<file path="src/rtl/sertx_pkg.sv">
package sertx_pkg;

  // Longest frame: start + 9 data + 2 stop, or start + 8 data + parity + 2 stop
  localparam int FRAME_MAX = 12;
  localparam int LEN_W     = $clog2(FRAME_MAX + 1);

  typedef logic [FRAME_MAX-1:0] frame_t;
  typedef logic [LEN_W-1:0]     flen_t;

  // Parity over the 8 low data bits; odd flips the even result
  function automatic logic calc_parity(input logic [8:0] data, input logic odd);
    return (^data[7:0]) ^ odd;
  endfunction

  // Number of bit slots in a frame for the given configuration
  function automatic flen_t calc_len(input logic nine, input logic par_en,
                                     input logic two_stop);
    int n;
    n = 9;                                  // start + 8 data
    if (nine) n = n + 1;                    // ninth data bit
    else if (par_en) n = n + 1;             // parity slot
    n = n + (two_stop ? 2 : 1);             // stop slots
    return flen_t'(n);
  endfunction

  // Frame image, bit 0 leaves first; unused high slots read as stop level
  function automatic frame_t calc_frame(input logic [8:0] data, input logic nine,
                                        input logic par_en, input logic odd);
    frame_t f;
    f      = '1;
    f[0]   = 1'b0;
    f[8:1] = data[7:0];
    if (nine)        f[9] = data[8];
    else if (par_en) f[9] = calc_parity(data, odd);
    return f;
  endfunction

endpackage

</file>
<file path="src/rtl/sertx_baud.sv">
module sertx_baud #(
  parameter int DIV_W = 8,
  parameter int OVS   = 16
) (
  input  logic             clk,
  input  logic             rst_n,
  input  logic             run,
  input  logic [DIV_W-1:0] div_val,
  output logic             bit_tick
);
  localparam int SUB_W = (OVS > 2) ? $clog2(OVS) : 1;
  localparam logic [SUB_W-1:0] SUB_LAST = SUB_W'(OVS - 1);

  logic [DIV_W-1:0] pre_q;
  logic [SUB_W-1:0] sub_q;
  logic             pre_end;
  logic             sub_end;

  assign pre_end  = (pre_q >= div_val);
  assign sub_end  = (sub_q == SUB_LAST);
  assign bit_tick = run && pre_end && sub_end;

  // Both stages restart from zero whenever the clock is not running,
  // so the first bit after a start always gets a full period.
  always_ff @(posedge clk or negedge rst_n) begin
    if (!rst_n) begin
      pre_q <= '0;
      sub_q <= '0;
    end else if (!run) begin
      pre_q <= '0;
      sub_q <= '0;
    end else if (pre_end) begin
      pre_q <= '0;
      sub_q <= sub_end ? '0 : sub_q + 1'b1;
    end else begin
      pre_q <= pre_q + 1'b1;
    end
  end

endmodule

</file>
<file path="src/rtl/sertx_sync.sv">
module sertx_sync #(
  parameter int   STAGES  = 2,
  parameter logic RST_VAL = 1'b1
) (
  input  logic clk,
  input  logic rst_n,
  input  logic d,
  output logic q
);
  logic [STAGES-1:0] stg_q;

  always_ff @(posedge clk or negedge rst_n) begin
    if (!rst_n) stg_q <= {STAGES{RST_VAL}};
    else        stg_q <= {stg_q[STAGES-2:0], d};
  end

  assign q = stg_q[STAGES-1];

endmodule

</file>
<file path="src/rtl/sertx_shift.sv">
module sertx_shift
  import sertx_pkg::*;
(
  input  logic   clk,
  input  logic   rst_n,
  input  logic   load,
  input  frame_t load_frame,
  input  flen_t  load_len,
  input  logic   bit_tick,
  output logic   busy,
  output logic   frame_end,
  output logic   txd
);
  frame_t sh_q;
  flen_t  len_q;
  flen_t  cnt_q;
  logic   busy_q;

  assign frame_end = busy_q && bit_tick && (cnt_q == len_q - 1'b1);

  always_ff @(posedge clk or negedge rst_n) begin
    if (!rst_n) begin
      sh_q   <= '1;
      len_q  <= '0;
      cnt_q  <= '0;
      busy_q <= 1'b0;
    end else if (load) begin
      sh_q   <= load_frame;
      len_q  <= load_len;
      cnt_q  <= '0;
      busy_q <= 1'b1;
    end else if (frame_end) begin
      sh_q   <= '1;
      busy_q <= 1'b0;
    end else if (busy_q && bit_tick) begin
      sh_q   <= {1'b1, sh_q[FRAME_MAX-1:1]};
      cnt_q  <= cnt_q + 1'b1;
    end
  end

  assign busy = busy_q;
  assign txd  = busy_q ? sh_q[0] : 1'b1;

endmodule

</file>
<file path="src/rtl/sertx_top.sv">
module sertx_top
  import sertx_pkg::*;
#(
  parameter int DIV_W = 8,
  parameter int OVS   = 16,
  parameter int SYNC  = 2
) (
  input  logic             clk,
  input  logic             rst_n,
  input  logic             tx_en,
  input  logic [DIV_W-1:0] div_val,
  input  logic             nine_bit,
  input  logic             par_en,
  input  logic             par_odd,
  input  logic             two_stop,
  input  logic             cts_en,
  input  logic             cts_n,
  input  logic             irq_sel,
  input  logic             irq_ack,
  input  logic             wr_stb,
  input  logic [8:0]       wr_data,
  output logic             txd,
  output logic             buf_empty,
  output logic             shift_empty,
  output logic             irq
);
  // Holding buffer
  logic [8:0] buf_data_q;
  logic       buf_full_q;

  // Named internal events
  logic cts_s;        // synchronized clear-to-send, active low
  logic cts_ok;       // pacing allows a new frame
  logic busy;         // a frame is on the line
  logic frame_end;    // last stop bit finishing this cycle
  logic shifter_free; // shifter may take a character this cycle
  logic ev_load;      // buffer -> shifter move
  logic ev_done;      // frame ended with no follow-on
  logic ev_irq;       // selected interrupt source
  logic run;          // bit clock running
  logic bit_tick;     // one bit period elapsed
  logic irq_q;

  sertx_sync #(.STAGES(SYNC), .RST_VAL(1'b1)) i_cts_sync (
    .clk   (clk),
    .rst_n (rst_n),
    .d     (cts_n),
    .q     (cts_s)
  );

  assign cts_ok       = !cts_en || !cts_s;
  assign shifter_free = !busy || frame_end;
  assign ev_load      = buf_full_q && tx_en && cts_ok && shifter_free;
  assign ev_done      = frame_end && !ev_load;
  assign run          = tx_en && busy;
  assign ev_irq       = irq_sel ? ev_done : ev_load;

  sertx_baud #(.DIV_W(DIV_W), .OVS(OVS)) i_baud (
    .clk      (clk),
    .rst_n    (rst_n),
    .run      (run),
    .div_val  (div_val),
    .bit_tick (bit_tick)
  );

  sertx_shift i_shift (
    .clk        (clk),
    .rst_n      (rst_n),
    .load       (ev_load),
    .load_frame (calc_frame(buf_data_q, nine_bit, par_en, par_odd)),
    .load_len   (calc_len(nine_bit, par_en, two_stop)),
    .bit_tick   (bit_tick),
    .busy       (busy),
    .frame_end  (frame_end),
    .txd        (txd)
  );

  // A write in the same cycle as a move refills the buffer
  always_ff @(posedge clk or negedge rst_n) begin
    if (!rst_n) begin
      buf_data_q <= '0;
      buf_full_q <= 1'b0;
    end else if (wr_stb) begin
      buf_data_q <= wr_data;
      buf_full_q <= 1'b1;
    end else if (ev_load) begin
      buf_full_q <= 1'b0;
    end
  end

  // Sticky request; a new event outranks the acknowledge
  always_ff @(posedge clk or negedge rst_n) begin
    if (!rst_n)       irq_q <= 1'b0;
    else if (ev_irq)  irq_q <= 1'b1;
    else if (irq_ack) irq_q <= 1'b0;
  end

  assign buf_empty   = !buf_full_q;
  assign shift_empty = !busy;
  assign irq         = irq_q;

endmodule

</file>
<file path="config.mk">
export PLATFORM = sky130hd
export DESIGN_NAME = sertx_top
export DESIGN_NICKNAME = d
export VERILOG_FILES = /design/src/rtl/sertx_pkg.sv /design/src/rtl/sertx_baud.sv /design/src/rtl/sertx_sync.sv /design/src/rtl/sertx_shift.sv /design/src/rtl/sertx_top.sv
export SDC_FILE = /design/constraint.sdc
export NUM_CORES = 1
export LEC_CHECK = 0
export ABC_CLOCK_PERIOD_IN_PS = 4300
export BUFFER_PORTS_ARGS = -buffer_cell sky130_fd_sc_hd__clkbuf_2
export CAP_MARGIN = 10
export CORE_UTILIZATION = 40
export CTS_BUF_LIST = sky130_fd_sc_hd__clkbuf_16
export DETAILED_ROUTE_END_ITERATION = 6
export PLACE_DENSITY = 0.6
export SLEW_MARGIN = 20
export SYNTH_ARGS = -nofsm -noshare
export SYNTH_HDL_FRONTEND = slang
export SYNTH_HIERARCHICAL = 1
export SYNTH_SLANG_ARGS = --single-unit
</file>
<file path="constraint.sdc">
create_clock -name clk -period 4.3 [get_ports clk]
set_input_delay 0.215 -clock clk [delete_from_list [all_inputs] [get_ports clk]]
set_output_delay 0.215 -clock clk [all_outputs]
set_load 0.02 [all_outputs]
</file>
==> results.rst, run 1 <==
.. list-table::
   :header-rows: 1

   * - Metric
     - Value
   * - Result of the run
     - completed
   * - First-pass iteration count of the detailed router
     - 4
   * - Number of post-CTS setup repair buffers
     - 0
   * - Sort of element at the start of the critical path
     - flop
   * - Setup Slack @ Placement
     - slightly below 600 ps
   * - Maximum fanout along the worst path
     - 25
   * - Post-synth top flop
     - sky130_fd_sc_hd__dfrtp_1
   * - Post-Route WL
     - about 5000 um
   * - Area of combinational cells with multiple inputs
     - 1310 um2
   * - Hold Slack
     - roughly 8.8 ps
   * - Number of nets still failing antenna checks after routing
     - 0
   * - Std cell rows
     - 28
   * - FFs w/ async S/R, synth
     - 1.00
   * - Vertical extent of the die
     - a little over 80 um
   * - Fraction of layout cells with a size suffix above 1
     - 0.237
   * - Detail-routed net length per standard cell
     - about 14 um
   * - Largest net degree at the start of global routing
     - 47
   * - TritonCTS clock tree
     - built
   * - Final GP Congestion
     - 0.748
   * - Total half-perimeter wirelength after legalization and detailed placement
     - 3680 um
   * - GRT Residual Overflow
     - 0
   * - Reported max-cap violation count
     - 0
   * - Total count of max-transition violations in the final report
     - 0
   * - Post-synth EDFFs
     - 0
   * - DR vias
     - around 2000
   * - Number of instances in the synthesized netlist
     - 262
   * - Number of distinct library cells after synthesis
     - between 40 and 50
   * - Total power divided by cell area
     - between 400 and 500 nW/um2
   * - Average footprint of a synthesized cell
     - between 9 and 10 um2
   * - Highest-count cells in the layout ignoring fill and taps
     - sky130_fd_sc_hd__nand2_1 (32), sky130_fd_sc_hd__dfrtp_1 (32), sky130_fd_sc_hd__clkbuf_2 (32)
   * - Endpoints failing hold
     - 0
   * - Required time of the critical path
     - 4430 ps
   * - Overall Global Routing Usage
     - 0.170
   * - Unrepaired setup endpoints after global routing
     - no
   * - Horizontal die dimension
     - just over 80 um
   * - Fmax
     - between 200 and 300 MHz
   * - Yosys warning count
     - 6
   * - Arrival @ worst endpoint
     - 3880 ps
   * - Worst Setup Slack, final
     - 554 ps
   * - Area post-placement
     - approximately 2800 um2
   * - Start-to-end type of the worst setup path
     - reg2reg
   * - Post-synth design cell area
     - 2600 um2
   * - Register area
     - about 1200 um2
   * - Sinks on the clock net
     - 46
   * - Part of the Yosys area used for sequential elements
     - 0.450
   * - Number of non-filler instances in the completed layout
     - around 370
   * - Total Power
     - ~1.5 mW
   * - Number of instances in the placed design
     - ~370
   * - Fillers
     - about 610
   * - Clock network latency to the later pin of the worst-skew pair
     - between 200 and 300 ps
   * - DRC errors left
     - 0
   * - Period minus WS final
     - between 3000 and 4000 ps
   * - Reg-to-reg slack, setup
     - about 550 ps
   * - Detail-routed via count per cell
     - between 5 and 6
   * - Post-route clock skew
     - 3.90 ps
   * - Inserted Diodes
     - 0
   * - Number of top-level pins
     - 33
   * - CTS H-tree depth
     - 2
   * - Starting density of the core
     - 0.426
   * - Growth of design area from synthesis to finish
     - 15.9%
   * - Num CTS Buffers
     - 5
   * - Slew at the pin with the worst max-slew slack
     - 601 ps
   * - Register clock-pin slew on the reported worst setup and hold paths
     - approximately 60 ps
   * - CTS Hold Bufs
     - 1
   * - Worst vdd rail ir drop
     - around 0.00022 V
   * - Setup TNS
     - 0 ps
   * - Clock tree buffer depth
     - 2
   * - Total Nets Final
     - about 340
   * - Resized cells post-CTS
     - 0
   * - Util after Layout
     - 0.494
   * - Via count of the first global-routing pass
     - approximately 1900
   * - Port Buffer Count
     - 32
   * - Headroom to the max-slew limit
     - 0.599
   * - First-pass GRT wire length
     - 8590 um
   * - Fin crit share
     - 0.871
   * - Die area
     - 6820 um2
   * - Worst min path class
     - in2async
   * - Drt initial violations
     - between 100 and 150
   * - CORE AREA
     - 6100 um2
   * - Library cell used as clock root buffer
     - sky130_fd_sc_hd__clkbuf_16
   * - CP endpoint kind
     - flop
   * - Number of antenna violations at the first check in global routing
     - 0
   * - Post-route cell area
     - between 3000 and 4000 um2
   * - Setup violation total in the final timing report
     - 0
   * - Leakage power figure
     - about 1.4 nW
   * - Number of synthesized register bits
     - 46
[report_power, final]
group	switching, mW	internal (mW)	total, mW	leakage (nW)
clock network	0.160	0.272	0.432	0.0812
registers	0.0675	0.564	0.632	0.555
logic	0.232	0.193	0.424	0.796
[cell type report]
| type | count | share of cell area |
|---|---|---|
| well taps | 75 | 0.0312 |
| inverters | 22 | 0.0274 |
| repair buffers | 36 | 0.0640 |
| flip-flops and latches | 46 | 0.388 |
| clock inverters | 3 | 0.0137 |
| clock buffers | 5 | 0.0416 |
| multi-input cells | 187 | 0.434 |
[synthesized netlist by cell type (2+ instances only)]
master	instances	area (um2)
sky130_fd_sc_hd__dfrtp_1	32	801
sky130_fd_sc_hd__nand2_1	32	120
sky130_fd_sc_hd__inv_1	22	82.6
sky130_fd_sc_hd__nand3_1	20	100
sky130_fd_sc_hd__dfstp_2	14	368
sky130_fd_sc_hd__nor2_1	14	52.6
sky130_fd_sc_hd__and3_1	13	81.3
sky130_fd_sc_hd__ha_1	13	163
sky130_fd_sc_hd__a31oi_1	11	68.8
sky130_fd_sc_hd__mux2_2	11	124
sky130_fd_sc_hd__xnor2_1	9	78.8
sky130_fd_sc_hd__xor2_1	8	70.1
sky130_fd_sc_hd__o21ai_0	7	35.0
sky130_fd_sc_hd__a21oi_1	5	25.0
sky130_fd_sc_hd__clkbuf_1	5	18.8
sky130_fd_sc_hd__nand2b_1	4	25.0
sky130_fd_sc_hd__o311ai_0	4	35.0
sky130_fd_sc_hd__nor3_1	3	15.0
sky130_fd_sc_hd__o2111ai_1	3	26.3
sky130_fd_sc_hd__and2_1	2	12.5
sky130_fd_sc_hd__buf_2	2	10.0
sky130_fd_sc_hd__conb_1	2	7.51
sky130_fd_sc_hd__o21a_1	2	15.0
[flip-flops by register name, indices dropped and copies added, names as in the netlist, 2 cells and up]
signal / count
i_cts_sync/stg_q: 2
buf_data_q: 9
i_baud/sub_q: 4
i_shift/len_q: 4
i_baud/pre_q: 8
i_shift/cnt_q: 4
i_shift/sh_q: 12
[worst max-delay path, cell delays in order (launching register included)]
cell and delay (ps):
sky130_fd_sc_hd__dfrtp_1 440, sky130_fd_sc_hd__inv_1 70, sky130_fd_sc_hd__ha_1 260, sky130_fd_sc_hd__nand2b_1 100, sky130_fd_sc_hd__a2111oi_0 100, sky130_fd_sc_hd__o41a_4 410, sky130_fd_sc_hd__or2_1 260, sky130_fd_sc_hd__nor2_1 170
sky130_fd_sc_hd__nand2_1 70, sky130_fd_sc_hd__buf_4 190, sky130_fd_sc_hd__nor3_1 270, sky130_fd_sc_hd__o2111ai_1 240, sky130_fd_sc_hd__inv_1 160, sky130_fd_sc_hd__inv_1 280, sky130_fd_sc_hd__and3_1 300, sky130_fd_sc_hd__a21oi_1 130
sky130_fd_sc_hd__o311ai_0 140
[logic make-up after synthesis]
family                     count (synthesis)  share of synthesized area
and+or+nand+nor                           94                      0.174
DFF                                       46                      0.450
AOI/OAI and AO/OA                         43                      0.120
buffers and inverters                     31                     0.0501
xor gates and xnor gates                  20                     0.0814
adders and majority gates                 14                     0.0703
muxes                                     12                     0.0515
other                                      2                    0.00289
[layer usage]
layer / wire, um / track usage
met1: 2470 / 0.223
met2: 2360 / 0.279
met3: 202 / 0.0396
met4: 57 / 0.0517
met5: 0 / 0
[final timing paths]
check | startpoint | endpoint | cells past startpoint
worst max-delay path | i_baud/pre_q[0] | i_shift/cnt_q[1] | 16
max in group asynchronous | rst_n | i_baud/sub_q[1] | 2
min in group clk | wr_data[5] | buf_data_q[5] | 2
worst max register to register | i_baud/pre_q[0] | i_shift/cnt_q[1] | 16
worst min register to register | i_cts_sync/stg_q[0] | i_cts_sync/stg_q[1] | 0
worst min-delay path | rst_n | i_baud/pre_q[7] | 2
(Power assumes the default switching activity.)
==> run 2, diff against run 1 <==
--- a/config.mk
+++ b/config.mk
@@ -8,6 +8,7 @@
 export ABC_CLOCK_PERIOD_IN_PS = 4300
 export BUFFER_PORTS_ARGS = -buffer_cell sky130_fd_sc_hd__clkbuf_2
 export CAP_MARGIN = 10
+export CORE_ASPECT_RATIO = 1.5
 export CORE_UTILIZATION = 40
 export CTS_BUF_LIST = sky130_fd_sc_hd__clkbuf_16
 export DETAILED_ROUTE_END_ITERATION = 6
==> run 2 against run 1 <==
Against the previous run: first-iteration DRC count fell by 36%; routed wire length fell by 4.4%; flip-flop and latch count did not move; clock-buffer cell count did not move; clock skew fell by 0.73 ps; setup slack improved by 21 ps; sequential share of layout area rose by 0.33 points; critical endpoint is now i_shift/sh_q[9].
==> results.rst, run 2 (same netlist as run 1, synthesis figures left out) <==
.. list-table::
   :header-rows: 1

   * - Metric
     - Value
   * - Result of the run
     - completed
   * - Leakage power figure
     - 1.42 nW (-0.84%)
   * - Clock tree buffer depth
     - 2 (unchanged)
   * - Util after Layout
     - 0.480 (-0.0138)
   * - Setup violation total in the final timing report
     - 0 (unchanged)
   * - Register with the most flip-flops
     - i_shift/sh_q
   * - Startpoint of the worst setup timing path
     - i_baud/pre_q[0]
   * - Die area
     - 6830 um2 (about the same)
   * - Maximum fanout along the worst path
     - 24 (-4.0%)
   * - Fin crit share
     - 0.866 (-0.00481)
   * - CTS H-tree depth
     - 2 (unchanged)
   * - Setup Slack @ Placement
     - 463 ps (-134 ps)
   * - Total count of max-transition violations in the final report
     - 0 (unchanged)
   * - Overall Global Routing Usage
     - 0.166 (-0.00433)
   * - Arrival @ worst endpoint
     - 3930 ps (+50 ps)
   * - Highest-count cells in the layout ignoring fill and taps
     - sky130_fd_sc_hd__nand2_1 (32), sky130_fd_sc_hd__dfrtp_1 (32), sky130_fd_sc_hd__clkbuf_2 (32)
   * - Total Nets Final
     - 339 (-0.59%)
   * - Gate power share
     - 0.288 (+0.003)
   * - Post-route clock skew
     - 3.17 ps (-0.728 ps)
   * - Sort of element at the start of the critical path
     - flop
   * - Worst vdd rail ir drop
     - 0.000309 V (+41%)
   * - Start-to-end type of the worst setup path
     - reg2reg
   * - GR Layer Usage met2
     - 0.312 (+0.0322)
   * - Period minus WS final
     - 3730 ps (-20.7 ps)
   * - Max FFs per register
     - 12 (unchanged)
   * - Switching power summed over all nets
     - 0.440 mW (-4.2%)
   * - Headroom to the max-slew limit
     - 0.593 (-0.00660)
   * - Post-Route WL
     - 4870 um (-4.4%)
   * - First-pass iteration count of the detailed router
     - 4 (unchanged)
   * - TritonCTS clock tree
     - built
   * - Total power divided by cell area
     - 491 nW/um2 (-0.69%)
   * - Horizontal die dimension
     - 67.8 um (-18%)
   * - Number of antenna violations at the first check in global routing
     - 0 (unchanged)
   * - Register clock-pin slew on the reported worst setup and hold paths
     - 60 ps (about the same)
   * - CP endpoint kind
     - flop
   * - Final GP Congestion
     - 0.761 (+1.7%)
   * - Met3 usage
     - 0.0339 (-0.00562)
   * - Number of nets still failing antenna checks after routing
     - 0 (unchanged)
   * - Total half-perimeter wirelength after legalization and detailed placement
     - 3570 um (-2.9%)
   * - Unrepaired setup endpoints after global routing
     - no
   * - Num CTS Buffers
     - 5 (unchanged)
   * - Endpoints failing hold
     - 0 (unchanged)
   * - Switching power share of the total
     - 0.300 (-0.00857)
   * - Number of top-level pins
     - 33 (unchanged)
   * - Fmax
     - 268 MHz (+0.55%)
   * - Drt initial violations
     - 89 (-36%)
   * - Clock network latency to the later pin of the worst-skew pair
     - 280 ps (about the same)
   * - Std cell rows
     - 35 (+25%)
   * - Inserted Diodes
     - 0 (unchanged)
   * - Largest net degree at the start of global routing
     - 47 (unchanged)
   * - Sinks on the clock net
     - 46 (unchanged)
   * - Slew at the pin with the worst max-slew slack
     - 611 ps (+9.91 ps)
   * - DRC errors left
     - 0 (unchanged)
   * - Launch point of the worst reg-to-reg path
     - i_baud/pre_q[0]
   * - CORE AREA
     - 6220 um2 (+2.0%)
   * - Vertical extent of the die
     - 101 um (+22%)
   * - Detail-routed via count per cell
     - 5.23 (+0.15%)
   * - Starting density of the core
     - 0.418 (-0.00840)
   * - Cell-internal power
     - 1.03 mW (-0.29%)
   * - Growth of design area from synthesis to finish
     - 14.9%
   * - Port Buffer Count
     - 32 (unchanged)
   * - GRT Residual Overflow
     - 0 (unchanged)
   * - Reported max-cap violation count
     - 0 (unchanged)
   * - Fraction of layout cells with a size suffix above 1
     - 0.233 (-0.00435)
   * - Required time of the critical path
     - 4500 ps (+70 ps)
   * - Sequential fraction of design power
     - 0.427 (+0.002)
   * - Library cell used as clock root buffer
     - sky130_fd_sc_hd__clkbuf_16
   * - Worst Setup Slack, final
     - 574 ps (+20.7 ps)
   * - Busiest grt layer
     - met2
   * - Number of post-CTS setup repair buffers
     - 0 (unchanged)
   * - DR vias
     - 1934 (-0.92%)
   * - Setup TNS
     - 0 ps (unchanged)
   * - Detail-routed net length per standard cell
     - 13.2 um (-3.4%)
   * - Biggest registers after layout
     - i_shift/sh_q: 12 flops, buf_data_q: 9 flops, i_baud/pre_q: 8 flops
   * - Worst min path class
     - in2async
   * - Fraction of power consumed by the clock network
     - 0.285 (-0.005)
   * - First-pass GRT wire length
     - 8510 um (-0.88%)
   * - Met1 track demand over resource
     - 0.176 (-0.0468)
   * - Via count of the first global-routing pass
     - 1970 (+3.5%)
==> run 2: cell types whose count changed in the layout (fill, tap and decap cells not counted) <==
cell / change
sky130_fd_sc_hd__dlygate4sd3_1: -1
sky130_fd_sc_hd__inv_1: -1
sky130_fd_sc_hd__a2111oi_0: -1
sky130_fd_sc_hd__buf_4: -1
sky130_fd_sc_hd__a2111oi_1: +1
sky130_fd_sc_hd__clkinvlp_4: -1
sky130_fd_sc_hd__clkinv_1: +1
==> run 2: repair_timing <==
| item | in CTS | in global routing |
|---|---|---|
| resized for setup | 0 | 1 |
| setup endpoints to repair | 0 | 1 |
| hold buffers | 0 | 0 |
==> run 2: per-stage QoR <==
step / instances / instance area [um2] / hold WS [ps] / total power, mW
6_report: 370 / 2990 / 5.77 / 1.47
5_1_grt: 370 / 2990 / 2.74 / 1.57
4_1_cts: 370 / 2980 / 9.00 / 1.48
3_5_place_dp: 363 / 2830 / 307 / 1.06
3_3_place_gp: 363 / 2830 / 303 / 1.05
2_1_floorplan: 264 / 2610 / -80.6 / 0.942
==> run 2: layout make-up <==
class	count	area, um2
sequential	46	1170
clock buffer	5	125
timing repair buffer	34	175
tap	74	92.6
inverter	22	82.6
multi-input combinational	187	1310
fill	621	3230
clock inverter	2	33.8
==> run 2: critical path, cell delays in order (launching register included) <==
cell	delay [ps]
sky130_fd_sc_hd__dfrtp_1	420
sky130_fd_sc_hd__inv_1	60
sky130_fd_sc_hd__ha_1	260
sky130_fd_sc_hd__nand2b_1	140
sky130_fd_sc_hd__a2111oi_1	470
sky130_fd_sc_hd__o41a_4	240
sky130_fd_sc_hd__or2_1	120
sky130_fd_sc_hd__nor2_1	60
sky130_fd_sc_hd__nand2_1	320
sky130_fd_sc_hd__nor3_1	140
sky130_fd_sc_hd__o2111ai_1	330
sky130_fd_sc_hd__inv_1	100
sky130_fd_sc_hd__buf_4	230
sky130_fd_sc_hd__nor3_1	200
sky130_fd_sc_hd__nand3_1	340
sky130_fd_sc_hd__o2111ai_1	210
==> run 2: power groups by stage <==
stage	Clock [mW]	Sequential, mW	Combinational, mW
2_1_floorplan	0	0.618	0.324
3_3_place_gp	0	0.633	0.421
3_5_place_dp	0	0.634	0.423
4_1_cts	0.428	0.627	0.426
5_1_grt	0.449	0.641	0.477
6_report	0.418	0.626	0.422
==> run 2: path summary, 6_finish.rpt <==
kind | end | slack (ps) | cells after the start
max | i_shift/sh_q[9] | 570 | 15
min | buf_data_q[6] | 6 | 2
max reg2reg | i_shift/sh_q[9] | 570 | 15
min reg2reg | i_cts_sync/stg_q[1] | 360 | 0
max in group asynchronous | i_shift/cnt_q[2] | 3880 | 2
min in group clk | i_cts_sync/stg_q[0] | 10 | 1
==> run 2: layer usage <==
layer	vias up	share of wire	wire, um
met3	8	0.035	171
li1	972	-	-
met5	-	0	0
met4	0	0.016	78
met2	45	0.53	2560
met1	909	0.42	2050
==> run 3, diff against run 2 <==
--- a/config.mk
+++ b/config.mk
@@ -9,10 +9,10 @@
 export BUFFER_PORTS_ARGS = -buffer_cell sky130_fd_sc_hd__clkbuf_2
 export CAP_MARGIN = 10
 export CORE_ASPECT_RATIO = 1.5
-export CORE_UTILIZATION = 40
+export CORE_UTILIZATION = 55
 export CTS_BUF_LIST = sky130_fd_sc_hd__clkbuf_16
 export DETAILED_ROUTE_END_ITERATION = 6
-export PLACE_DENSITY = 0.6
+export PLACE_DENSITY = 0.77
 export SLEW_MARGIN = 20
 export SYNTH_ARGS = -nofsm -noshare
 export SYNTH_HDL_FRONTEND = slang
==> run 3 against run 2 <==
Against the previous run: register-to-register slack worse by 60 ps; routed wire length barely moved; non-clock buffer count increased by 2; combinational power increased by 0.9%; largest cell class unchanged; critical endpoint is now i_shift/cnt_q[1]; clock power decreased by 10%.
==> results.rst, run 3 (same netlist as run 1, synthesis figures left out) <==
.. list-table::
   :header-rows: 1

   * - Metric
     - Value
   * - Result of the run
     - completed
   * - Die area
     - 5010 um2 (-27%)
   * - Growth of design area from synthesis to finish
     - 14.6%
   * - Maximum fanout along the worst path
     - 25 (+4.2%)
   * - Number of antenna violations at the first check in global routing
     - 0 (unchanged)
   * - Via count of the first global-routing pass
     - 1977 (+0.36%)
   * - Unrepaired setup endpoints after global routing
     - no
   * - Number of non-filler instances in the completed layout
     - 363 (-1.9%)
   * - Drt initial violations
     - 77 (-13%)
   * - Headroom to the max-slew limit
     - 0.599 (+0.00608)
   * - Register with the most flip-flops
     - i_shift/sh_q
   * - DR vias
     - 1984 (+2.6%)
   * - Number of post-CTS setup repair buffers
     - 0 (unchanged)
   * - CTS Hold Bufs
     - 0 (unchanged)
   * - Clock tree buffer depth
     - 2 (unchanged)
   * - Setup Slack @ Placement
     - 515 ps (+52.8 ps)
   * - Arrival @ worst endpoint
     - 3920 ps (about the same)
   * - Setup violation total in the final timing report
     - 0 (unchanged)
   * - Switching power summed over all nets
     - 0.458 mW (+4.2%)
   * - CTS H-tree depth
     - 2 (unchanged)
   * - Total power divided by cell area
     - 481 nW/um2 (-2.1%)
   * - Post-route cell area
     - 2980 um2 (-0.29%)
   * - Busiest grt layer
     - met2
   * - Final GP Congestion
     - 0.812 (+6.7%)
   * - Worst vdd rail ir drop
     - 0.000336 V (+8.8%)
   * - Overall Global Routing Usage
     - 0.219 (+0.0534)
   * - Vertical extent of the die
     - 86.2 um (-14%)
   * - Register clock-pin slew on the reported worst setup and hold paths
     - 60 ps (about the same)
   * - Worst min path class
     - in2async
   * - First-pass iteration count of the detailed router
     - 4 (unchanged)
   * - Number of instances in the placed design
     - 354 (-2.5%)
   * - Number of nets still failing antenna checks after routing
     - 0 (unchanged)
   * - Met1 track demand over resource
     - 0.240 (+0.0638)
   * - Number of top-level pins
     - 33 (unchanged)
   * - Fraction of layout cells with a size suffix above 1
     - 0.241 (+0.00769)
   * - Post-route clock skew
     - 6.03 ps (+2.86 ps)
   * - Worst Setup Slack, final
     - 516 ps (-57.9 ps)
   * - Total count of max-transition violations in the final report
     - 0 (unchanged)
   * - GR Layer Usage met2
     - 0.413 (+0.101)
   * - Biggest registers after layout
     - i_shift/sh_q: 12 flops, buf_data_q: 9 flops, i_baud/pre_q: 8 flops
   * - CP endpoint kind
     - flop
   * - Reported max-cap violation count
     - 0 (unchanged)
   * - Highest-count cells in the layout ignoring fill and taps
     - sky130_fd_sc_hd__nand2_1 (32), sky130_fd_sc_hd__dfrtp_1 (32), sky130_fd_sc_hd__clkbuf_2 (32)
   * - Endpoints failing hold
     - 0 (unchanged)
   * - Num CTS Buffers
     - 5 (unchanged)
   * - Horizontal die dimension
     - 58.1 um (-14%)
   * - Cell-internal power
     - 0.973 mW (-5.1%)
   * - Resized cells post-CTS
     - 0 (unchanged)
   * - CORE AREA
     - 4540 um2 (-27%)
   * - Util after Layout
     - 0.655 (+0.175)
   * - Setup TNS
     - 0 ps (unchanged)
   * - Max FFs per register
     - 12 (unchanged)
   * - Sinks on the clock net
     - 46 (unchanged)
   * - Post-Route WL
     - 4870 um (about the same)
   * - Fin crit share
     - 0.880 (+0.0135)
   * - Detail-routed net length per standard cell
     - 13.4 um (+2.0%)
   * - Library cell used as clock root buffer
     - sky130_fd_sc_hd__clkbuf_16
   * - First-pass GRT wire length
     - 8410 um (-1.2%)
   * - Fmax
     - 264 MHz (-1.5%)
   * - Fraction of power consumed by the clock network
     - 0.262 (-0.023)
   * - Required time of the critical path
     - 4440 ps (-60 ps)
   * - Std cell rows
     - 30 (-14%)
   * - Total Nets Final
     - 341 (+0.59%)
   * - Period minus WS final
     - 3780 ps (+57.9 ps)
   * - TritonCTS clock tree
     - built
   * - Sort of element at the start of the critical path
     - flop
   * - Start-to-end type of the worst setup path
     - reg2reg
   * - Inserted Diodes
     - 0 (unchanged)
   * - Met3 usage
     - 0.0287 (-0.00528)
   * - Area post-placement
     - 2820 um2 (-0.18%)
   * - Sequential fraction of design power
     - 0.440 (+0.013)
   * - Clock network latency to the later pin of the worst-skew pair
     - 280 ps (about the same)
   * - Largest net degree at the start of global routing
     - 47 (unchanged)
   * - Port Buffer Count
     - 32 (unchanged)
   * - Total half-perimeter wirelength after legalization and detailed placement
     - 3610 um (+1.2%)
   * - Leakage power figure
     - 1.42 nW (about the same)
   * - Starting density of the core
     - 0.572 (+0.154)
   * - DRC errors left
     - 0 (unchanged)
   * - Gate power share
     - 0.298 (+0.010)
   * - Detail-routed via count per cell
     - 5.47 (+4.6%)
   * - Slew at the pin with the worst max-slew slack
     - 602 ps (-9.12 ps)
   * - Switching power share of the total
     - 0.320 (+0.0201)
   * - GRT Residual Overflow
     - 0 (unchanged)
## run 3: worst max-delay path, cell delays in order, from the launching register on
cell	delay, ps
sky130_fd_sc_hd__dfrtp_1	430
sky130_fd_sc_hd__inv_1	70
sky130_fd_sc_hd__ha_1	270
sky130_fd_sc_hd__nand2b_1	90
sky130_fd_sc_hd__a2111oi_0	100
sky130_fd_sc_hd__o41a_4	410
sky130_fd_sc_hd__or2_1	260
sky130_fd_sc_hd__nor2_1	160
sky130_fd_sc_hd__nand2_1	90
sky130_fd_sc_hd__nor3_1	260
sky130_fd_sc_hd__o2111ai_1	210
sky130_fd_sc_hd__inv_1	340
sky130_fd_sc_hd__inv_1	360
sky130_fd_sc_hd__and3_1	300
sky130_fd_sc_hd__a21oi_1	150
sky130_fd_sc_hd__o311ai_0	140
## run 3: layout make-up
type / count / area (um2)
Multi-Input combinational cell: 187 / 1310
Sequential cell: 46 / 1170
Clock inverter: 3 / 21.3
Tap cell: 64 / 80.1
Fill cell: 381 / 1570
Timing Repair Buffer: 36 / 193
Inverter: 22 / 82.6
Clock buffer: 5 / 125
## run 3: worst paths after layout
| kind | from | endpoint | slack [ps] | depth (start not counted) |
|---|---|---|---|---|
| min in group clk | wr_data[4] | buf_data_q[4] | 160 | 2 |
| setup / recovery | i_baud/pre_q[0] | i_shift/cnt_q[1] | 520 | 15 |
| hold / removal | rst_n | i_baud/sub_q[0] | 10 | 2 |
| max in group asynchronous | rst_n | i_shift/len_q[3] | 3890 | 2 |
| hold reg to reg | i_cts_sync/stg_q[0] | i_cts_sync/stg_q[1] | 360 | 0 |
| setup reg to reg | i_baud/pre_q[0] | i_shift/cnt_q[1] | 520 | 15 |
## run 3: per-stage QoR
step                      total power [mW]  hold WS, ps
final                                 1.43         10.3
after global routing                  1.52         67.5
after CTS                             1.44         1.76
after detailed placement              1.06          305
after global placement                1.05          302
after floorplan                      0.942        -80.6
## run 3: power groups by stage
| stage | registers, mW | clock network (mW) | logic (mW) |
|---|---|---|---|
| CTS | 0.629 | 0.385 | 0.428 |
| floorplan | 0.618 | 0 | 0.324 |
| global placement | 0.634 | 0 | 0.414 |
| finish | 0.630 | 0.375 | 0.426 |
| global route | 0.641 | 0.404 | 0.477 |
| detailed placement | 0.636 | 0 | 0.428 |
## run 3: routing by layer
layer / wire length (um) / vias to the layer above
li1: - / 977
met1: 1880 / 962
met2: 2780 / 37
met3: 120 / 8
met4: 86 / 0
met5: 0 / -
